<file path="src/rtl/wstrb_pkg.sv">
package wstrb_pkg;

  localparam int CNT_W = 6;

  typedef logic [CNT_W-1:0] cnt_t;

  typedef struct packed {
    cnt_t cs_on;
    cnt_t cs_off;
    cnt_t data_on;
    cnt_t we_on;
    cnt_t we_off;
    cnt_t last;
  } wtime_t;

  localparam wtime_t WTIME_RST = '{
    cs_on:   cnt_t'(0),
    cs_off:  cnt_t'(3),
    data_on: cnt_t'(0),
    we_on:   cnt_t'(1),
    we_off:  cnt_t'(3),
    last:    cnt_t'(4)
  };

  // Ordering rule for a usable timing set.
  function automatic logic wtime_ok(wtime_t t);
    logic early, pulse, tail;
    early = (t.data_on <= t.we_on) && (t.cs_on <= t.we_on);
    pulse = (t.we_on < t.we_off);
    tail  = (t.we_off <= t.cs_off) && (t.cs_off <= t.last) && (t.we_off < t.last);
    return early && pulse && tail;
  endfunction

  // True when count c lies in the half-open range [lo, hi).
  function automatic logic in_window(cnt_t c, cnt_t lo, cnt_t hi);
    return (c >= lo) && (c < hi);
  endfunction

endpackage

</file>
<file path="src/rtl/wstrb_cfg.sv">
module wstrb_cfg
  import wstrb_pkg::*;
(
  input  logic   clk,
  input  logic   rst_n,
  input  logic   load,
  input  wtime_t cand,
  input  logic   cyc_start,
  output wtime_t active
);

  wtime_t shadow;
  logic   cand_ok;

  assign cand_ok = wtime_ok(cand);

  always_ff @(posedge clk or negedge rst_n) begin
    if (!rst_n) begin
      shadow <= WTIME_RST;
      active <= WTIME_RST;
    end else begin
      if (load && cand_ok) shadow <= cand;
      if (cyc_start)       active <= shadow;
    end
  end


  active_ok_chk: assert property (@(posedge clk) disable iff (!rst_n)
    wtime_ok(active));


  active_hold_chk: assert property (@(posedge clk) disable iff (!rst_n)
    !cyc_start |=> $stable(active));

endmodule

</file>
<file path="src/rtl/wstrb_seq.sv">
module wstrb_seq
  import wstrb_pkg::*;
#(
  parameter int DW = 16
) (
  input  logic          clk,
  input  logic          rst_n,
  input  logic          in_valid,
  input  logic [DW-1:0] in_data,
  input  cnt_t          last,
  output logic          in_ready,
  output logic          cyc_start,
  output logic          cyc_last,
  output logic          busy,
  output cnt_t          cnt,
  output logic [DW-1:0] word_q,
  output logic [DW-1:0] prev_q
);

  assign cyc_last  = busy && (cnt == last);
  assign in_ready  = !busy || cyc_last;
  assign cyc_start = in_valid && in_ready;

  always_ff @(posedge clk or negedge rst_n) begin
    if (!rst_n) begin
      busy   <= 1'b0;
      cnt    <= '0;
      word_q <= '0;
      prev_q <= '0;
    end else begin
      if (cyc_last) prev_q <= word_q;
      if (cyc_start) begin
        busy   <= 1'b1;
        cnt    <= '0;
        word_q <= in_data;
      end else if (cyc_last) begin
        busy <= 1'b0;
      end else if (busy) begin
        cnt <= cnt + cnt_t'(1);
      end
    end
  end


  start_zero_chk: assert property (@(posedge clk) disable iff (!rst_n)
    cyc_start |=> (busy && cnt == '0 && word_q == $past(in_data)));


  count_bound_chk: assert property (@(posedge clk) disable iff (!rst_n)
    busy |-> (cnt <= last));

endmodule

</file>
<file path="src/rtl/wstrb_decode.sv">
module wstrb_decode
  import wstrb_pkg::*;
#(
  parameter int DW = 16
) (
  input  logic          busy,
  input  cnt_t          cnt,
  input  wtime_t        t,
  input  logic [DW-1:0] word_q,
  input  logic [DW-1:0] prev_q,
  output logic          cs_n,
  output logic          we_n,
  output logic [DW-1:0] data
);

  logic cs_act, we_act, data_new;

  always_comb begin
    cs_act   = busy && in_window(cnt, t.cs_on, t.cs_off);
    we_act   = busy && in_window(cnt, t.we_on, t.we_off);
    data_new = busy && (cnt >= t.data_on);
    cs_n     = !cs_act;
    we_n     = !we_act;
    data     = data_new ? word_q : prev_q;
  end

endmodule

</file>
<file path="src/rtl/strobe_writer.sv">
module strobe_writer
  import wstrb_pkg::*;
#(
  parameter int DW = 16
) (
  input  logic          clk,
  input  logic          rst_n,
  input  logic          in_valid,
  input  logic [DW-1:0] in_data,
  output logic          in_ready,
  input  logic          cfg_load,
  input  logic [5:0]    cfg_cs_on,
  input  logic [5:0]    cfg_cs_off,
  input  logic [5:0]    cfg_data_on,
  input  logic [5:0]    cfg_we_on,
  input  logic [5:0]    cfg_we_off,
  input  logic [5:0]    cfg_last,
  output logic          port_cs_n,
  output logic          port_we_n,
  output logic [DW-1:0] port_data
);

  wtime_t          cand, active;
  logic            cyc_start, cyc_last, busy;
  cnt_t            cnt;
  logic [DW-1:0]   word_q, prev_q;

  assign cand = '{cs_on: cfg_cs_on, cs_off: cfg_cs_off, data_on: cfg_data_on,
                  we_on: cfg_we_on, we_off: cfg_we_off, last: cfg_last};

  wstrb_cfg u_cfg (
    .clk       (clk),
    .rst_n     (rst_n),
    .load      (cfg_load),
    .cand      (cand),
    .cyc_start (cyc_start),
    .active    (active)
  );

  wstrb_seq #(.DW(DW)) u_seq (
    .clk       (clk),
    .rst_n     (rst_n),
    .in_valid  (in_valid),
    .in_data   (in_data),
    .last      (active.last),
    .in_ready  (in_ready),
    .cyc_start (cyc_start),
    .cyc_last  (cyc_last),
    .busy      (busy),
    .cnt       (cnt),
    .word_q    (word_q),
    .prev_q    (prev_q)
  );

  wstrb_decode #(.DW(DW)) u_dec (
    .busy   (busy),
    .cnt    (cnt),
    .t      (active),
    .word_q (word_q),
    .prev_q (prev_q),
    .cs_n   (port_cs_n),
    .we_n   (port_we_n),
    .data   (port_data)
  );


  cs_at_capture_chk: assert property (@(posedge clk) disable iff (!rst_n)
    $rose(port_we_n) |-> $past(!port_cs_n));


  data_hold_chk: assert property (@(posedge clk) disable iff (!rst_n)
    !port_we_n |=> $stable(port_data));


  ready_mid_chk: assert property (@(posedge clk) disable iff (!rst_n)
    (in_ready && busy) |-> cyc_last);


  idle_quiet_chk: assert property (@(posedge clk) disable iff (!rst_n)
    (!busy && $past(!busy)) |-> (port_cs_n && port_we_n && $stable(port_data)));

endmodule

</file>
<file path="config.mk">
export PLATFORM = sky130hd
export DESIGN_NAME = strobe_writer
export DESIGN_NICKNAME = d
export VERILOG_FILES = /design/src/rtl/wstrb_pkg.sv /design/src/rtl/wstrb_cfg.sv /design/src/rtl/wstrb_seq.sv /design/src/rtl/wstrb_decode.sv /design/src/rtl/strobe_writer.sv
export SDC_FILE = /design/constraint.sdc
export NUM_CORES = 1
export LEC_CHECK = 0
export BUFFER_PORTS_ARGS = -buffer_cell sky130_fd_sc_hd__buf_4
export CAP_MARGIN = 20
export CORE_MARGIN = 3
export CORE_UTILIZATION = 45
export CTS_CLUSTER_DIAMETER = 80
export DETAILED_ROUTE_END_ITERATION = 10
export SLEW_MARGIN = 20
export SYNTH_ARGS = -nofsm -noshare
export SYNTH_HDL_FRONTEND = slang
export SYNTH_HIERARCHICAL = 1
export SYNTH_SLANG_ARGS = --single-unit
</file>
<file path="constraint.sdc">
create_clock -name clk -period 2.85 [get_ports clk]
set_input_delay 0.57 -clock clk [delete_from_list [all_inputs] [get_ports clk]]
set_output_delay 0.57 -clock clk [all_outputs]
set_load 0.01 [all_outputs]
</file>
==> impl_results.md, run 1 <==
* Largest stage delay on the critical path at 0.40 ns
* First-pass GRT wire length at 23.7 mm
* Worst VDD drop at 0.000414 V
* WP data arrival at 2.21 ns
* Commonest cells after routing, fill and taps aside: dfrtp_1, buf_4, mux2_2
* Reg2Reg Capture Point: u_cfg/active[19]$_DFFE_PN0P_
* WL per Instance at 17.7 um
* Hold crit path type: in2async
* Clock Skew at 0.00670 ns
* CP max-delay cell: dfrtp_1
* Max clock buf depth at 2
* Drt first pass iters at 6
* Critical path depth in cells at 8
* Via count at 4498
* Crit Path Class: reg2out
* Final Max Tran Viols at 0
* Setup crit end kind: primary output
* Worst Path Buf+Inv at 3
* Post-Layout Inst Area at 7640 sq um
* Ant. Diodes at 0
* Initial core utilization at 46.5%
* Clock transition at the registers of the reported paths at 0.07 ns
* DIE WIDTH at 126 um
* R2R setup slack at 0.64 ns
* ANT nets after route at 0
* CP startpoint: u_seq/cnt[0]$_DFFE_PN0P_
* Syn-to-layout area delta at 17.5%
* Total global routing overflow at 0
* Unrepaired setup endpoints after global routing: yes
* Worst hold margin at 0.287 ns
* Drt total wl at 14.5 mm
* Initial drt markers at 323
* Syn_area_per_cell at 11.8 sq um
* Final worst slack at 0.0655 ns
* Final core utilization at 54.6%
* Fmax at 359 MHz
* Share of cells above drive strength 1 at 37.6%
* TritonCTS buffer count at 9
* Slew HR at 52.6%
* Average vias per placed instance at 5.49
* Clock tree sinks at 111
* Yosys synthesis warning count at 6
* IO buf count at 74
* Tcrit/Tclk final at 97.7%
* Nets at 753
* # DRC at 0
* R2r startpoint: u_seq/cnt[3]$_DFFE_PN0P_
* Die area at 15900 sq um
* Hold Fails Final Rpt at 0
* H-Tree Depth at 3
* Cell Pwr Density at 1100 nW/um^2
* Req. time, crit path at 2.28 ns
* Root buf cell: clkbuf_16
* Later-pin clock latency in the skew report at 0.34 ns
* Placed cell count at 803
* Synth Instances at 553
* Synthesized area at 6510 sq um
* Syn nets at 672
* Top delay family on crit path: buffers and inverters
* Startpoint Class: flip-flop
* P_leak at 3.55 nW
* Placement Setup Slack at 0.273 ns
* Worst R2R Path Depth at 7
* Worst Path Max Fanout at 16
* Post-DP HPWL at 10.9 mm
* Final min period at 2.78 ns
* Total core area at 14000 sq um
* Initial antenna violation count at 0
* Setup-failing EPs final at 0
* Commonest non-fill, non-tap cell in the layout: dfrtp_1
* Io pins at 75
* Critical path cell sequence: inv_4 -> ha_4 -> nand2b_4 -> a21oi_2 -> o31ai_4 -> buf_12 -> mux2_2 -> buf_4
* CTS tree: built
* Largest net degree at the start of global routing at 53
* Gp weighted congestion at 0.827
* Non-Filler Instances at 819
* Status: complete, no violations
* # rows at 43
* Max_cap viols at 0
* Dpl cell area at 7330 sq um
* Number of global-route vias before repair at 4534
* Hold-fix buffers, CTS at 0
* GRT Total Usage at 18.6%
* DIE HEIGHT at 126 um
* Worst slew pin tran at 0.711 ns
[where the power goes]
part | leakage [nW] | internal [mW] | total (mW) | switching [mW]
combinational | 2.11 | 2.42 | 4.44 | 2.02
sequential | 1.31 | 2.35 | 2.84 | 0.484
clock | 0.129 | 0.598 | 1.17 | 0.568
[how the worst max path moves through the flow]
stage                                       end  slack [ns]
floorplan           u_cfg/active[0]$_DFFE_PN0P_        0.29
global placement                   port_data[7]        0.29
detailed placement                port_data[15]        0.27
CTS                                port_data[4]        0.02
global route                       port_data[3]       -0.02
finish                             port_data[3]        0.07
[sequential cells by signal, summed over array words and instances (netlist names)]
name / flops
u_seq/word_q: 16
u_cfg/shadow: 36
u_seq/busy: 1
u_cfg/active: 36
u_seq/cnt: 6
u_seq/prev_q: 16
[repair_timing]
action,4_1_cts,5_1_grt
endpoints found under the hold margin,0,0
endpoints found under the setup margin,16,11
gates resized for setup,3,5
buffers inserted,0,0
[layout make-up]
cell class                      instances  area [sq um]
Timing Repair Buffer                   93           736
Multi-Input combinational cell        366          3410
Tap cell                              180           225
Fill cell                            1265          6340
Clock inverter                          6          46.3
Clock buffer                           10           229
Sequential cell                       111          2790
Inverter                               53           201
[metal layers]
| layer | vias to the layer above | track usage [%] | wire, um |
|---|---|---|---|
| met5 | - | 0 | 0 |
| met4 | 0 | 3.97 | 110 |
| met3 | 8 | 3.69 | 647 |
| met2 | 115 | 30.5 | 6960 |
| met1 | 2212 | 25.9 | 6810 |
| li1 | 2163 | - | - |
[metrics by stage]
step	setup TNS, ns	power, mW
floorplan	0	5.78
global placement	0	7.11
detailed placement	0	7.24
CTS	0	8.47
global route	-0.0839	9.09
finish	0	8.45
Note: power is estimated with default switching activity, not from simulation.
==> run 2, diff against run 1 <==
--- a/config.mk
+++ b/config.mk
@@ -5,12 +5,13 @@
 export SDC_FILE = /design/constraint.sdc
 export NUM_CORES = 1
 export LEC_CHECK = 0
-export BUFFER_PORTS_ARGS = -buffer_cell sky130_fd_sc_hd__buf_4
 export CAP_MARGIN = 20
 export CORE_MARGIN = 3
 export CORE_UTILIZATION = 45
 export CTS_CLUSTER_DIAMETER = 80
 export DETAILED_ROUTE_END_ITERATION = 10
+export DONT_BUFFER_PORTS = 1
+export PLACE_DENSITY = 0.67
 export SLEW_MARGIN = 20
 export SYNTH_ARGS = -nofsm -noshare
 export SYNTH_HDL_FRONTEND = slang
==> impl_results.md, run 2 (synthesis gave the netlist of run 1 again) <==
* Sw Pwr at 3.01 mW (was 3.08 mW)
* Clock tree sinks at 111 (unchanged)
* WP data arrival at 2.19 ns (was 2.21 ns)
* Nets at 678 (was 753)
* Gate power share at 49.8% (was 52.6%)
* Worst Path Max Fanout at 8 (was 16)
* Clock Skew at 0.00692 ns (was 0.00670 ns)
* Max clock buf depth at 2 (unchanged)
* Final Max Tran Viols at 0 (unchanged)
* Setup crit end kind: primary output (unchanged)
* Share of cells above drive strength 1 at 29.4% (was 37.6%)
* Fillers at 1208 (was 1265)
* Crit Path Class: reg2out (unchanged)
* Later-pin clock latency in the skew report at 0.35 ns (was 0.34 ns)
* Clock transition at the registers of the reported paths at 0.07 ns (about the same)
* Syn-to-layout area delta at 8.92% (was 17.5%)
* Initial drt markers at 200 (was 323)
* Post-DP HPWL at 10.1 mm (was 10.9 mm)
* P_leak at 3.19 nW (was 3.55 nW)
* Worst hold margin at -0.0940 ns (was 0.287 ns)
* Tcrit/Tclk final at 96.7% (was 97.7%)
* Root buf cell: clkbuf_16 (unchanged)
* Req. time, crit path at 2.28 ns (about the same)
* Worst slew pin tran at 0.753 ns (was 0.711 ns)
* Hold Fails Final Rpt at 99 (was 0)
* Slew HR at 49.6% (was 52.6%)
* DIE WIDTH at 126 um (unchanged)
* Multi-input logic area at 3410 sq um (about the same)
* CTS tree: built (unchanged)
* WL per Instance at 18.8 um (was 17.7 um)
* Pwr Total at 8.09 mW (was 8.45 mW)
* Die area at 15900 sq um (unchanged)
* # rows at 43 (unchanged)
* Drt first pass iters at 4 (was 6)
* Ant. Diodes at 0 (unchanged)
* Largest net degree at the start of global routing at 112 (was 53)
* TritonCTS buffer count at 9 (unchanged)
* Io pins at 75 (unchanged)
* Fmax at 363 MHz (was 359 MHz)
* Worst VDD drop at 0.000415 V (was 0.000414 V)
* Reg power frac at 35.2% (was 33.6%)
* Via count at 4235 (was 4498)
* Gp weighted congestion at 0.879 (was 0.827)
* Startpoint Class: flip-flop (unchanged)
* # DRC at 0 (unchanged)
* Total global routing overflow at 0 (unchanged)
* Drt total wl at 14.0 mm (was 14.5 mm)
* Power share of the clock group at 14.9% (was 13.8%)
* H-Tree Depth at 3 (unchanged)
* R2R setup slack at 0.67 ns (was 0.64 ns)
* Pint at 5.08 mW (was 5.37 mW)
* Setup-failing EPs final at 0 (unchanged)
* Biggest regs: u_cfg/active (36), u_cfg/shadow (36) (unchanged)
* Commonest cells after routing, fill and taps aside: dfrtp_1, mux2_2, ha_1 (was dfrtp_1, buf_4, mux2_2)
* Cell Pwr Density at 1140 nW/um^2 (was 1100 nW/um^2)
* Status: finished with violations (was complete, no violations)
* ANT nets after route at 0 (unchanged)
* IO buf count at 0 (was 74)
* Total core area at 14000 sq um (unchanged)
* Hold crit path type: in2async (unchanged)
* Max_cap viols at 0 (unchanged)
* Commonest non-fill, non-tap cell in the layout: dfrtp_1 (unchanged)
* Initial antenna violation count at 0 (unchanged)
* R2r startpoint: u_seq/cnt[4]$_DFFE_PN0P_ (was u_seq/cnt[3]$_DFFE_PN0P_)
* Sequential Area at 2790 sq um (about the same)
* Final min period at 2.76 ns (was 2.78 ns)
* First-pass GRT wire length at 23.2 mm (was 23.7 mm)
* Reg2Reg Capture Point: u_cfg/active[29]$_DFFE_PN0P_ (was u_cfg/active[19]$_DFFE_PN0P_)
* Sw Share at 37.2% (was 36.4%)
* DIE HEIGHT at 126 um (unchanged)
* Final core utilization at 50.7% (was 54.6%)
* Violated checks: negative hold slack
* Worst R2R Path Depth at 7 (unchanged)
* GRT Total Usage at 18.1% (was 18.6%)
* Initial core utilization at 46.5% (unchanged)
* Number of global-route vias before repair at 4552 (was 4534)
* Average vias per placed instance at 5.69 (was 5.49)
-- run 2: changes by cell type in the layout (fill, tap and decap cells not counted), moves of 2 or more --
cell | previous run | this run
buf_4 | 90 | 15
mux2_4 | 25 | 23
clkinv_4 | 2 | 0
inv_6 | 1 | 3
-- run 2: metrics by stage --
step / setup slack (ns) / setup TNS [ns] / area, sq um / cells
floorplan: 0.291 / 0 / 6510 / 553
global route: -0.00207 / -0.00207 / 7090 / 744
global placement: 0.288 / 0 / 6720 / 724
CTS: 0.0483 / 0 / 7010 / 740
finish: 0.0937 / 0 / 7090 / 744
detailed placement: 0.204 / 0 / 6720 / 724
-- run 2: critical path, cell delays in order, from the launching register on --
cell and delay (ns):
dfrtp_2 0.42, inv_4 0.06, ha_4 0.25, nand2b_4 0.11, a21oi_2 0.07, o31ai_4 0.35
clkbuf_16 0.25, mux2_4 0.33
-- run 2: final cells by class --
type | count | area share, %
Inverter | 53 | 2.84
Sequential cell | 111 | 39.4
Clock buffer | 11 | 3.42
Multi-Input combinational cell | 366 | 48.1
Tap cell | 180 | 3.18
Timing Repair Buffer | 18 | 2.51
Clock inverter | 5 | 0.547
-- run 2: worst max path at each step --
stage,cells past startpoint,end,slack [ns],start
after floorplan,7,u_cfg/active[0]$_DFFE_PN0P_,0.29,u_seq/cnt[3]$_DFFE_PN0P_
after global placement,7,port_data[0],0.29,u_seq/cnt[0]$_DFFE_PN0P_
after detailed placement,8,u_cfg/shadow[10]$_DFFE_PN0P_,0.20,cfg_last[5]
after CTS,7,port_data[0],0.05,u_seq/cnt[0]$_DFFE_PN0P_
after global routing,5,port_data[7],-0.002,u_seq/cnt[5]$_DFFE_PN0P_
final,7,port_data[7],0.09,u_seq/cnt[0]$_DFFE_PN0P_
-- run 2: timing repair --
action / in CTS / in global routing
setup buffers: 0 / 3
hold endpoints to repair: 99 / 99
setup endpoints to repair: 16 / 6
cloned: 0 / 1
pin swaps: 0 / 1
gates resized for setup: 3 / 4
-- run 2: layer usage --
metal	global-route usage (%)	share of wire, %	vias to the layer above
met5	0	0	-
met3	5.68	6.9	28
li1	-	-	1997
met1	23.4	44	2086
met2	28.3	46	124
met4	7.82	3.0	0
-- run 2: power groups by stage --
stage / combinational, mW / sequential [mW] / clock (mW)
4_1_cts: 3.87 / 2.85 / 1.25
5_1_grt: 4.41 / 2.96 / 1.31
3_5_place_dp: 3.84 / 2.88 / 0
3_3_place_gp: 3.69 / 2.83 / 0
6_report: 4.03 / 2.85 / 1.21
2_1_floorplan: 3.07 / 2.71 / 0
